`src/rtl/rtc_pkg.sv`:
```
package rtc_pkg;
    typedef enum logic [1:0] {
        SEL_HI   = 2'd0,
        SEL_LO   = 2'd1,
        SEL_KEY  = 2'd2,
        SEL_NONE = 2'd3
    } rtc_sel_e;

    typedef enum logic {
        WE_LOCKED = 1'b0,
        WE_ARMED  = 1'b1
    } rtc_we_e;
endpackage

```
`src/rtl/rtc_decode.sv`:
```
module rtc_decode
    import rtc_pkg::*;
#(
    parameter int ADDR_W = 8
) (
    input  logic [ADDR_W-1:0] addr,
    output rtc_sel_e          sel
);
    localparam logic [ADDR_W-1:0] OFF_HI  = ADDR_W'(0);
    localparam logic [ADDR_W-1:0] OFF_LO  = ADDR_W'(4);
    localparam logic [ADDR_W-1:0] OFF_KEY = ADDR_W'(8);

    always_comb begin
        if (addr == OFF_HI)       sel = SEL_HI;
        else if (addr == OFF_LO)  sel = SEL_LO;
        else if (addr == OFF_KEY) sel = SEL_KEY;
        else                      sel = SEL_NONE;
    end
endmodule

```
`src/rtl/rtc_wr_guard.sv`:
```
module rtc_wr_guard
    import rtc_pkg::*;
(
    input  logic     clk,
    input  logic     rst_n,
    input  logic     wr,
    input  rtc_sel_e sel,
    input  logic     key_bit,
    output logic     lo_load,
    output logic     hi_load
);
    rtc_we_e state_q, state_d;

    always_ff @(posedge clk) begin
        if (!rst_n) state_q <= WE_LOCKED;
        else        state_q <= state_d;
    end

    always_comb begin
        state_d = state_q;
        lo_load = 1'b0;
        hi_load = 1'b0;
        unique case (state_q)
            WE_LOCKED: begin
                if (wr && sel == SEL_KEY && key_bit) state_d = WE_ARMED;
            end
            WE_ARMED: begin
                if (wr && sel == SEL_KEY && !key_bit) state_d = WE_LOCKED;
                if (wr && sel == SEL_LO) lo_load = 1'b1;
                if (wr && sel == SEL_HI) begin
                    hi_load = 1'b1;
                    state_d = WE_LOCKED;
                end
            end
            default: state_d = WE_LOCKED;
        endcase
    end

    // an upper-half load disarms the guard
    a_r6_hi_disarms: assert property (@(posedge clk) disable iff (!rst_n)
        hi_load |=> state_q == WE_LOCKED);
    // a lower-half load leaves the guard armed
    a_r5_lo_keeps_armed: assert property (@(posedge clk) disable iff (!rst_n)
        lo_load |=> state_q == WE_ARMED);
    // no load while locked
    a_r7_locked_no_load: assert property (@(posedge clk) disable iff (!rst_n)
        (state_q == WE_LOCKED) |-> !(lo_load || hi_load));
endmodule

```
`src/rtl/rtc_prescale.sv`:
```
module rtc_prescale #(
    parameter int CLK_HZ = 100_000_000
) (
    input  logic clk,
    input  logic rst_n,
    input  logic restart,
    output logic tick
);
    localparam int PRE_W = (CLK_HZ > 2) ? $clog2(CLK_HZ) : 1;
    localparam logic [PRE_W-1:0] LAST = PRE_W'(CLK_HZ - 1);

    logic [PRE_W-1:0] pre_q;

    assign tick = (pre_q == LAST);

    always_ff @(posedge clk) begin
        if (!rst_n)       pre_q <= '0;
        else if (restart) pre_q <= '0;
        else if (tick)    pre_q <= '0;
        else              pre_q <= pre_q + 1'b1;
    end

    // a restart zeroes the prescaler
    a_r9_restart_zero: assert property (@(posedge clk) disable iff (!rst_n)
        restart |=> pre_q == '0);
    // the prescaler never passes its terminal count
    a_r2_pre_bound: assert property (@(posedge clk) disable iff (!rst_n)
        pre_q <= LAST);
endmodule

```
`src/rtl/rtc_sec_count.sv`:
```
module rtc_sec_count #(
    parameter int          HALF_W    = 16,
    parameter logic [31:0] INIT_SECS = 32'h0
) (
    input  logic              clk,
    input  logic              rst_n,
    input  logic              tick,
    input  logic              lo_load,
    input  logic              hi_load,
    input  logic [HALF_W-1:0] wdata,
    output logic [2*HALF_W-1:0] cnt
);
    localparam int CNT_W = 2 * HALF_W;

    always_ff @(posedge clk) begin
        if (!rst_n) begin
            cnt <= CNT_W'(INIT_SECS);
        end else if (lo_load) begin
            cnt[HALF_W-1:0] <= wdata;
        end else if (hi_load) begin
            cnt[CNT_W-1:HALF_W] <= wdata;
            if (tick) cnt[HALF_W-1:0] <= cnt[HALF_W-1:0] + 1'b1;
        end else if (tick) begin
            cnt <= cnt + 1'b1;
        end
    end

    // with no load and no tick, the count holds
    a_r7_hold: assert property (@(posedge clk) disable iff (!rst_n)
        (!lo_load && !hi_load && !tick) |=> $stable(cnt));
    // a lone tick adds one
    a_r2_inc: assert property (@(posedge clk) disable iff (!rst_n)
        (tick && !lo_load && !hi_load) |=> cnt == $past(cnt) + 1'b1);
    // a lower-half load keeps the upper half even on a tick
    a_r10_lo_priority: assert property (@(posedge clk) disable iff (!rst_n)
        lo_load |=> cnt[CNT_W-1:HALF_W] == $past(cnt[CNT_W-1:HALF_W]));
    // wrap to zero
    a_r11_wrap: assert property (@(posedge clk) disable iff (!rst_n)
        (tick && !lo_load && !hi_load && cnt == '1) |=> cnt == '0);
endmodule

```
`src/rtl/secs_rtc.sv`:
```
module secs_rtc
    import rtc_pkg::*;
#(
    parameter int          CLK_HZ    = 100_000_000,
    parameter logic [31:0] INIT_SECS = 32'h0,
    parameter int          ADDR_W    = 8
) (
    input  logic              clk,
    input  logic              rst_n,
    input  logic              req_valid,
    input  logic              req_write,
    input  logic [ADDR_W-1:0] req_addr,
    input  logic [15:0]       req_wdata,
    output logic [15:0]       rd_data,
    output logic              bad_access
);
    localparam int HALF_W = 16;

    rtc_sel_e            sel;
    logic                wr, rd, lo_load, hi_load, tick;
    logic [2*HALF_W-1:0] cnt;

    assign wr = req_valid && req_write;
    assign rd = req_valid && !req_write;

    rtc_decode #(.ADDR_W(ADDR_W)) u_decode (
        .addr (req_addr),
        .sel  (sel)
    );

    rtc_wr_guard u_guard (
        .clk     (clk),
        .rst_n   (rst_n),
        .wr      (wr),
        .sel     (sel),
        .key_bit (req_wdata[0]),
        .lo_load (lo_load),
        .hi_load (hi_load)
    );

    rtc_prescale #(.CLK_HZ(CLK_HZ)) u_pre (
        .clk     (clk),
        .rst_n   (rst_n),
        .restart (lo_load),
        .tick    (tick)
    );

    rtc_sec_count #(.HALF_W(HALF_W), .INIT_SECS(INIT_SECS)) u_count (
        .clk     (clk),
        .rst_n   (rst_n),
        .tick    (tick),
        .lo_load (lo_load),
        .hi_load (hi_load),
        .wdata   (req_wdata),
        .cnt     (cnt)
    );

    always_comb begin
        rd_data = '0;
        if (rd) begin
            unique case (sel)
                SEL_HI:   rd_data = cnt[2*HALF_W-1:HALF_W];
                SEL_LO:   rd_data = cnt[HALF_W-1:0];
                SEL_KEY:  rd_data = '0;
                SEL_NONE: rd_data = '0;
                default:  rd_data = '0;
            endcase
        end
    end

    always_ff @(posedge clk) begin
        if (!rst_n) bad_access <= 1'b0;
        else        bad_access <= req_valid && (sel == SEL_NONE);
    end

    // the error pulse only follows an access
    a_r8_bad_after_access: assert property (@(posedge clk) disable iff (!rst_n)
        bad_access |-> $past(req_valid));
    // an undefined offset never loads the counter
    a_r8_no_load_on_bad: assert property (@(posedge clk) disable iff (!rst_n)
        (sel == SEL_NONE) |-> !(lo_load || hi_load));
    // idle bus reads as zero
    a_r3_idle_zero: assert property (@(posedge clk) disable iff (!rst_n)
        !rd |-> rd_data == 16'h0);
endmodule

```
`config.mk`:
```
export PLATFORM = sky130hd
export DESIGN_NAME = secs_rtc
export DESIGN_NICKNAME = d
export VERILOG_FILES = /design/src/rtl/rtc_pkg.sv /design/src/rtl/rtc_decode.sv /design/src/rtl/rtc_wr_guard.sv /design/src/rtl/rtc_prescale.sv /design/src/rtl/rtc_sec_count.sv /design/src/rtl/secs_rtc.sv
export SDC_FILE = /design/constraint.sdc
export NUM_CORES = 1
export LEC_CHECK = 0
export ABC_AREA = 1
export CORE_UTILIZATION = 45
export CTS_CLUSTER_DIAMETER = 120
export DETAILED_ROUTE_END_ITERATION = 16
export DONT_BUFFER_PORTS = 1
export MAX_ROUTING_LAYER = met4
export PLACE_DENSITY = 0.66
export SLEW_MARGIN = 0
export SYNTH_ARGS = -nofsm -noshare
export SYNTH_HDL_FRONTEND = slang
export SYNTH_SLANG_ARGS = --single-unit
```
`constraint.sdc`:
```
create_clock -name clk -period 5.1 [get_ports clk]
set_clock_uncertainty 0.15 [all_clocks]
set_input_delay 0.51 -clock clk [delete_from_list [all_inputs] [get_ports clk]]
set_output_delay 0.51 -clock clk [all_outputs]
set_load 0.01 [all_outputs]
```
* Word-level counts from Yosys, hierarchy flattened
Index checks and enable logic that the tools add are counted.
Storage, ports and cells: bits in registers 61, input bits 28, output and inout bits 17, word-level logic and storage cells 51
Operators by class: $add $sub $neg 3, equality and inequality tests 6, multiplexer cells 17, bitwise operators 3, reduce and logical (&&, ||, !) cells 17
Operators with widths (count):
- 32-bit 2-to-1 mux | 2
- 16-bit 2-to-1 mux | 3
- 16-bit case mux with 3 select lines | 1
- 32-bit by 1-bit adder with 32-bit output, second input constant | 1
- 27-bit by 1-bit adder with 27-bit output, second input constant | 1
- 27-bit equality test, second input constant | 1
- 16-bit by 1-bit adder with 16-bit output, second input constant | 1
- 8-bit by 3-bit equality test with 1-bit output, second input constant | 1
- 8-bit by 4-bit equality test with 1-bit output, second input constant | 1
- 1-bit logical AND | 8
- 8-bit zero test | 1
- 1-bit 2-to-1 mux | 8
- 2-bit equality test, second input constant | 2
- 2-bit 2-to-1 mux | 2
- 2-bit nonzero test | 2
- 1-bit NOT | 3
- 3-bit OR reduction | 1
- 2-bit by 1-bit equality test with 1-bit output, second input constant | 1
- 1-bit zero test | 2
- 2-bit zero test | 1
- 1-bit case mux with 2 select lines | 1
- 2-bit AND reduction | 1
- 2-bit OR reduction | 1

* Longest topological paths before layout
depth in word-level cells 10, depth in mapped cells 12, mapped depth without buffers 12

* By module
From an unflattened synthesis, not the netlist that was laid out.
Unflattened totals: cells, all modules 738, area total of the unflattened synthesis 4371.7 um2
Modules (own cells, without submodules):
- rtc_sec_count | times used 1, cells an instance 396, area an instance 2317.2 um2, seq. area each 640.6 um2
- rtc_prescale | times used 1, cells an instance 250, area an instance 1534.0 um2, seq. area each 540.5 um2
- secs_rtc | times used 1, cells an instance 63, area an instance 379.1 um2, seq. area each 20.0 um2
- rtc_wr_guard | times used 1, cells an instance 15, area an instance 86.3 um2, seq. area each 20.0 um2
- rtc_decode | times used 1, cells an instance 14, area an instance 55.1 um2, seq. area each 0.0 um2

* Worst setup path before layout
OpenSTA, ideal clock, no wires.
path type input-to-output, from input port req_addr[1], to output port rd_data[13], arrival time 1602 ps, data required time 4440 ps, path slack 2838 ps, stages on the path 7, buffers on the path 2, cells stage by stage nor2_1 -> nand3_1 -> nor2_1 -> buf_2 -> buf_2 -> a21oi_1 -> a211oi_1
Between the ends: cells in the longest elaborated chain, start to end 8, elaborated cells on any way between the ends 13, classes of those cells 5 x eq/ne; 5 x mux; 3 x reduce/logical
Ends and longest elaborated chain:
- start: declaration | RTL line secs_rtc.sv:12 | input logic [ADDR_W-1:0] req_addr,
- 8-bit by 4-bit equality test with 1-bit output | RTL line rtc_decode.sv:16 | else if (addr == OFF_KEY) sel = SEL_KEY;
- 1-bit 2-to-1 mux | RTL line rtc_decode.sv:16
- 2-bit 2-to-1 mux | RTL line rtc_decode.sv:15 | else if (addr == OFF_LO) sel = SEL_LO;
- 2-bit 2-to-1 mux * | RTL line rtc_decode.sv:14 | if (addr == OFF_HI) sel = SEL_HI;
- 2-bit equality test | RTL line secs_rtc.sv:61 | unique case (sel)
- 2-bit OR reduction (no source line)
- 16-bit case mux with 3 select lines * | RTL line secs_rtc.sv:61
- 16-bit 2-to-1 mux * | RTL line secs_rtc.sv:60 | if (rd) begin
- end: declaration | RTL line secs_rtc.sv:14 | output logic [15:0] rd_data,
Mark *: on every way between the ends. The rest lies on a longest branch, timed or not.

* Worst setup path in the final report
from input port req_addr[1], to register u_count.cnt[27]
Between the ends: cells in the longest elaborated chain, start to end 10, elaborated cells on any way between the ends 18, classes of those cells 3 x eq/ne; 8 x mux; 1 x bitwise; 6 x reduce/logical
Ends and longest elaborated chain:
- 8-bit by 4-bit equality test with 1-bit output | RTL line rtc_decode.sv:16
- 1-bit 2-to-1 mux | RTL line rtc_decode.sv:16
- 2-bit 2-to-1 mux | RTL line rtc_decode.sv:15
- 2-bit 2-to-1 mux * | RTL line rtc_decode.sv:14
- 2-bit zero test / 2-bit by 1-bit equality test with 1-bit output (equally long branches) | RTL line rtc_wr_guard.sv:30, rtc_wr_guard.sv:29
- 1-bit logical AND, on equally long branches | RTL line rtc_wr_guard.sv:30, rtc_wr_guard.sv:29
- 1-bit 2-to-1 mux, on equally long branches | RTL line rtc_wr_guard.sv:30, rtc_wr_guard.sv:29
- 1-bit 2-to-1 mux | RTL line rtc_wr_guard.sv:23 | unique case (state_q)
- 2-bit nonzero test (no source line) / 1-bit NOT (equally long branches)
- 2-bit AND reduction (no source line)
- end signal: assignment | RTL line rtc_sec_count.sv:17 | cnt <= CNT_W'(INIT_SECS);
- end signal: indexed assignment | RTL line rtc_sec_count.sv:19 | cnt[HALF_W-1:0] <= wdata;
- end signal: indexed assignment | RTL line rtc_sec_count.sv:21 | cnt[CNT_W-1:HALF_W] <= wdata;
- end: declaration | RTL line rtc_sec_count.sv:11 | output logic [2*HALF_W-1:0] cnt
Marks and branches as above. A chain may end at the register's enable or synchronous reset.

==> metrics.txt <==
status=finished clean; Netlist Area Pre-Place=4352 sq um; Max stage delay on crit path=0.94 ns; Primary FF master, synth=dfxtp_1; Gate power share=2.5%; CTS HTree Levels=3; IO Pins=45; post-synthesis sequential area ratio=28.06%; WHS Path Cells=2; Bufs on Longest Clock Path=2; critical setup path kind=input pin to flop; reg2reg setup slack=2.77 ns; Post-Synthesis Cells=730; Max Clk Rate=321.6 MHz; Layout Nets=757; Final WS setup=1.990 ns; CTS resizes=0; CTS Hold Buffers Added=0; PortBufs=0; Fin. Hold Viols=0; Hold Startpoint=rst_n; met2 WL post-DR=5759 um; element type at the critical path end=flop; Post-Route Utilization=49.78%; critical path's top delay family=simple AND/OR/NAND/NOR gates; reg-to-reg endpoint=u_count.cnt[9]; Post-synth EDFFs=0; post-layout min period=3.110 ns; DR WL/cell=15.02 um; Syn Nets=760; required time worst endpoint=5.19 ns; total track usage=28.29%; CTS tree=built; Worst path slowest cell=nor2_2; crit path DAT=3.20 ns; switch share=24.96%; VDD IR-drop max=0.1127 mV; pin count of the biggest net entering global routing=30; uppermost layer routed=met4; Max-Cap Viols=0; die height=100.3 um; DIE AREA=10070 sq um; Clock Power Share=44.0%; DRC viols=0; WP buf/inv=0; gr ovfl total=0; routed length on met3=1116 um; vias in the first global route=4313; # rows=35; Stages on worst setup path=8; Initial Util=46.87%; headroom to the max-slew limit=17.79%; gpl congestion=1.024; Slew Viols, Final=0; antenna violations before repair=0; M1 wire length=5669 um; Post-CTS Setup Repair Bufs=0; vias per cell=5.276; Reg2Reg Depth=8; worst hold path class=input pin to flop; CTS root buffer=clkbuf_8; critical path peak fanout=29; Synth Area per Inst=5.961 sq um; first-pass GRT wire length=21330 um; FF-to-FF Start=u_guard.state_q; TritonCTS Buffers=9; Post-DP HPWL=9918 um; Ys Warns=0; crit-path cells=nor2_1, nand3_1, nor2_2, nand2_2, nand2_1, nand2_1, a21oi_1, nor2_1; asr flop ratio synth=0%; static leakage=1.734 nW; total clock sinks=61; pre-CTS setup slack=1.688 ns; Final setup viols=0; DRT Pass-1 Iters=5; Final Cycle Share=60.97%; routed wire length=12940 um; antenna diode count=0; synthesized flop and latch total=61; setup_tns=0 ns; Vias=4543; Reg power frac=53.5%; power density over the cells=194.1 nW/um^2; antenna viol nets, final=0; library cells used by synthesis=40; DRT iter0 DRCs=361; share of layout cells above drive strength 1=9.426%; Clock Pin Slew Worst Setup and Hold Paths=0.07 ns; Skew-Pair Late Insertion Delay=0.35 ns; RSZ-0062 raised after global routing=no; Hold Crit Endpoint=u_count.cnt[21]; Die Wd=100.3 um; Least-Margin Pin Slew=1.232 ns; Worst setup SP type=input pin; Int Power=0.6731 mW; Area growth syn-to-layout=6.210%; core area=9284 sq um; net switching power=0.2238 mW
==> power by group through the flow <==
stage	Clock [mW]	Sequential (mW)	Combinational [mW]
3_3_place_gp	0	0.491	0.0215
2_1_floorplan	0	0.491	0.0183
4_1_cts	0.406	0.480	0.0224
3_5_place_dp	0	0.491	0.0224
5_1_grt	0.429	0.480	0.0251
6_report	0.395	0.480	0.0222
==> per-stage QoR <==
| step | instance area [sq um] | hold slack (ns) | cells | power, mW |
|---|---|---|---|---|
| after floorplan | 4352 | 0.2675 | 730 | 0.5091 |
| after global placement | 4444 | 0.2809 | 845 | 0.5125 |
| after detailed placement | 4444 | 0.2878 | 845 | 0.5136 |
| after CTS | 4622 | 0.1159 | 861 | 0.9083 |
| after global routing | 4622 | 0.1253 | 861 | 0.9345 |
| final | 4622 | 0.1334 | 861 | 0.8970 |
==> cell usage after synthesis, types with 5 or more instances <==
master | n | area share (%)
nor2_2 | 10 | 1.4
inv_1 | 76 | 6.6
nor3_1 | 11 | 1.3
nor2_4 | 6 | 1.6
nand3_1 | 45 | 5.2
o21ai_1 | 9 | 1.0
nor2_1 | 128 | 11
o21ai_0 | 13 | 1.5
xor2_1 | 18 | 3.6
clkbuf_1 | 6 | 0.52
dfxtp_1 | 61 | 28
nand4_1 | 10 | 1.4
a21oi_1 | 32 | 3.7
or2_2 | 5 | 0.72
buf_2 | 7 | 0.80
nand2_2 | 7 | 1.0
nand2_1 | 223 | 19
inv_2 | 11 | 0.95
nand3_2 | 6 | 1.4
a211oi_1 | 9 | 1.6
a31oi_1 | 6 | 0.86
==> layout make-up <==
| type | count | area, sq um |
|---|---|---|
| inverters | 89 | 336.6 |
| clock buffers | 11 | 141.4 |
| fillers | 986 | 4662 |
| multi-input cells | 565 | 2718 |
| well taps | 129 | 161.4 |
| repair buffers | 1 | 7.507 |
| clock inverters | 5 | 36.28 |
| flip-flops and latches | 61 | 1221 |
==> flip-flops by register name, indices dropped and copies added, names as in the netlist <==
register,count
u_count.cnt,32
u_guard.state_q,1
u_pre.pre_q,27
bad_access,1
==> worst max-delay path by stage <==
stage	startpoint	endpoint	slack [ns]
floorplan	req_addr[1]	rd_data[13]	2.84
global placement	req_addr[1]	u_count.cnt[27]	1.80
detailed placement	req_addr[1]	u_count.cnt[27]	1.69
CTS	req_addr[1]	u_count.cnt[27]	2.06
global route	req_addr[1]	u_count.cnt[27]	1.82
finish	req_addr[1]	u_count.cnt[27]	1.99
==> cell usage in the layout, fill, tap and decap left out, types with 2 or more instances in the layout <==
cell        instances
clkinvlp_4          3
nand3_2             6
or2_1               2
nand3_1            45
nor2_1            128
or2_0               2
nand3b_1            4
nor2_2             10
o21ai_0            13
o22ai_1             3
o21ai_1             9
a21oi_4             2
a211oi_1            9
nand2_1           223
ha_1                2
a31oi_1             6
xor2_1             18
dfxtp_1            61
or2_2               5
nor2_4              6
xnor2_1             4
inv_1              76
nand4_1            10
nor3_1             11
a21oi_1            32
nand2_2             7
inv_2              11
clkbuf_8           10
==> logic make-up (layout without fill, tap and decap cells) <==
| logic type | after synthesis | count (layout) | share of synthesized area, % |
|---|---|---|---|
| xor gates and xnor gates | 22 | 22 | 4.428 |
| and+or+nand+nor | 465 | 465 | 47.30 |
| AOI/OAI and AO/OA | 76 | 76 | 10.15 |
| buffers and inverters | 104 | 106 | 9.488 |
| adders and majority gates | 2 | 2 | 0.5750 |
| DFF | 61 | 61 | 28.06 |
==> layer usage <==
layer / up-vias / GRT usage (%)
li1: 2296 / -
met1: 2049 / 35.26
met2: 168 / 43.20
met3: 30 / 7.521
met4: 0 / 11.82
met5: - / -
No activity file was read; power rests on OpenSTA's default activity.
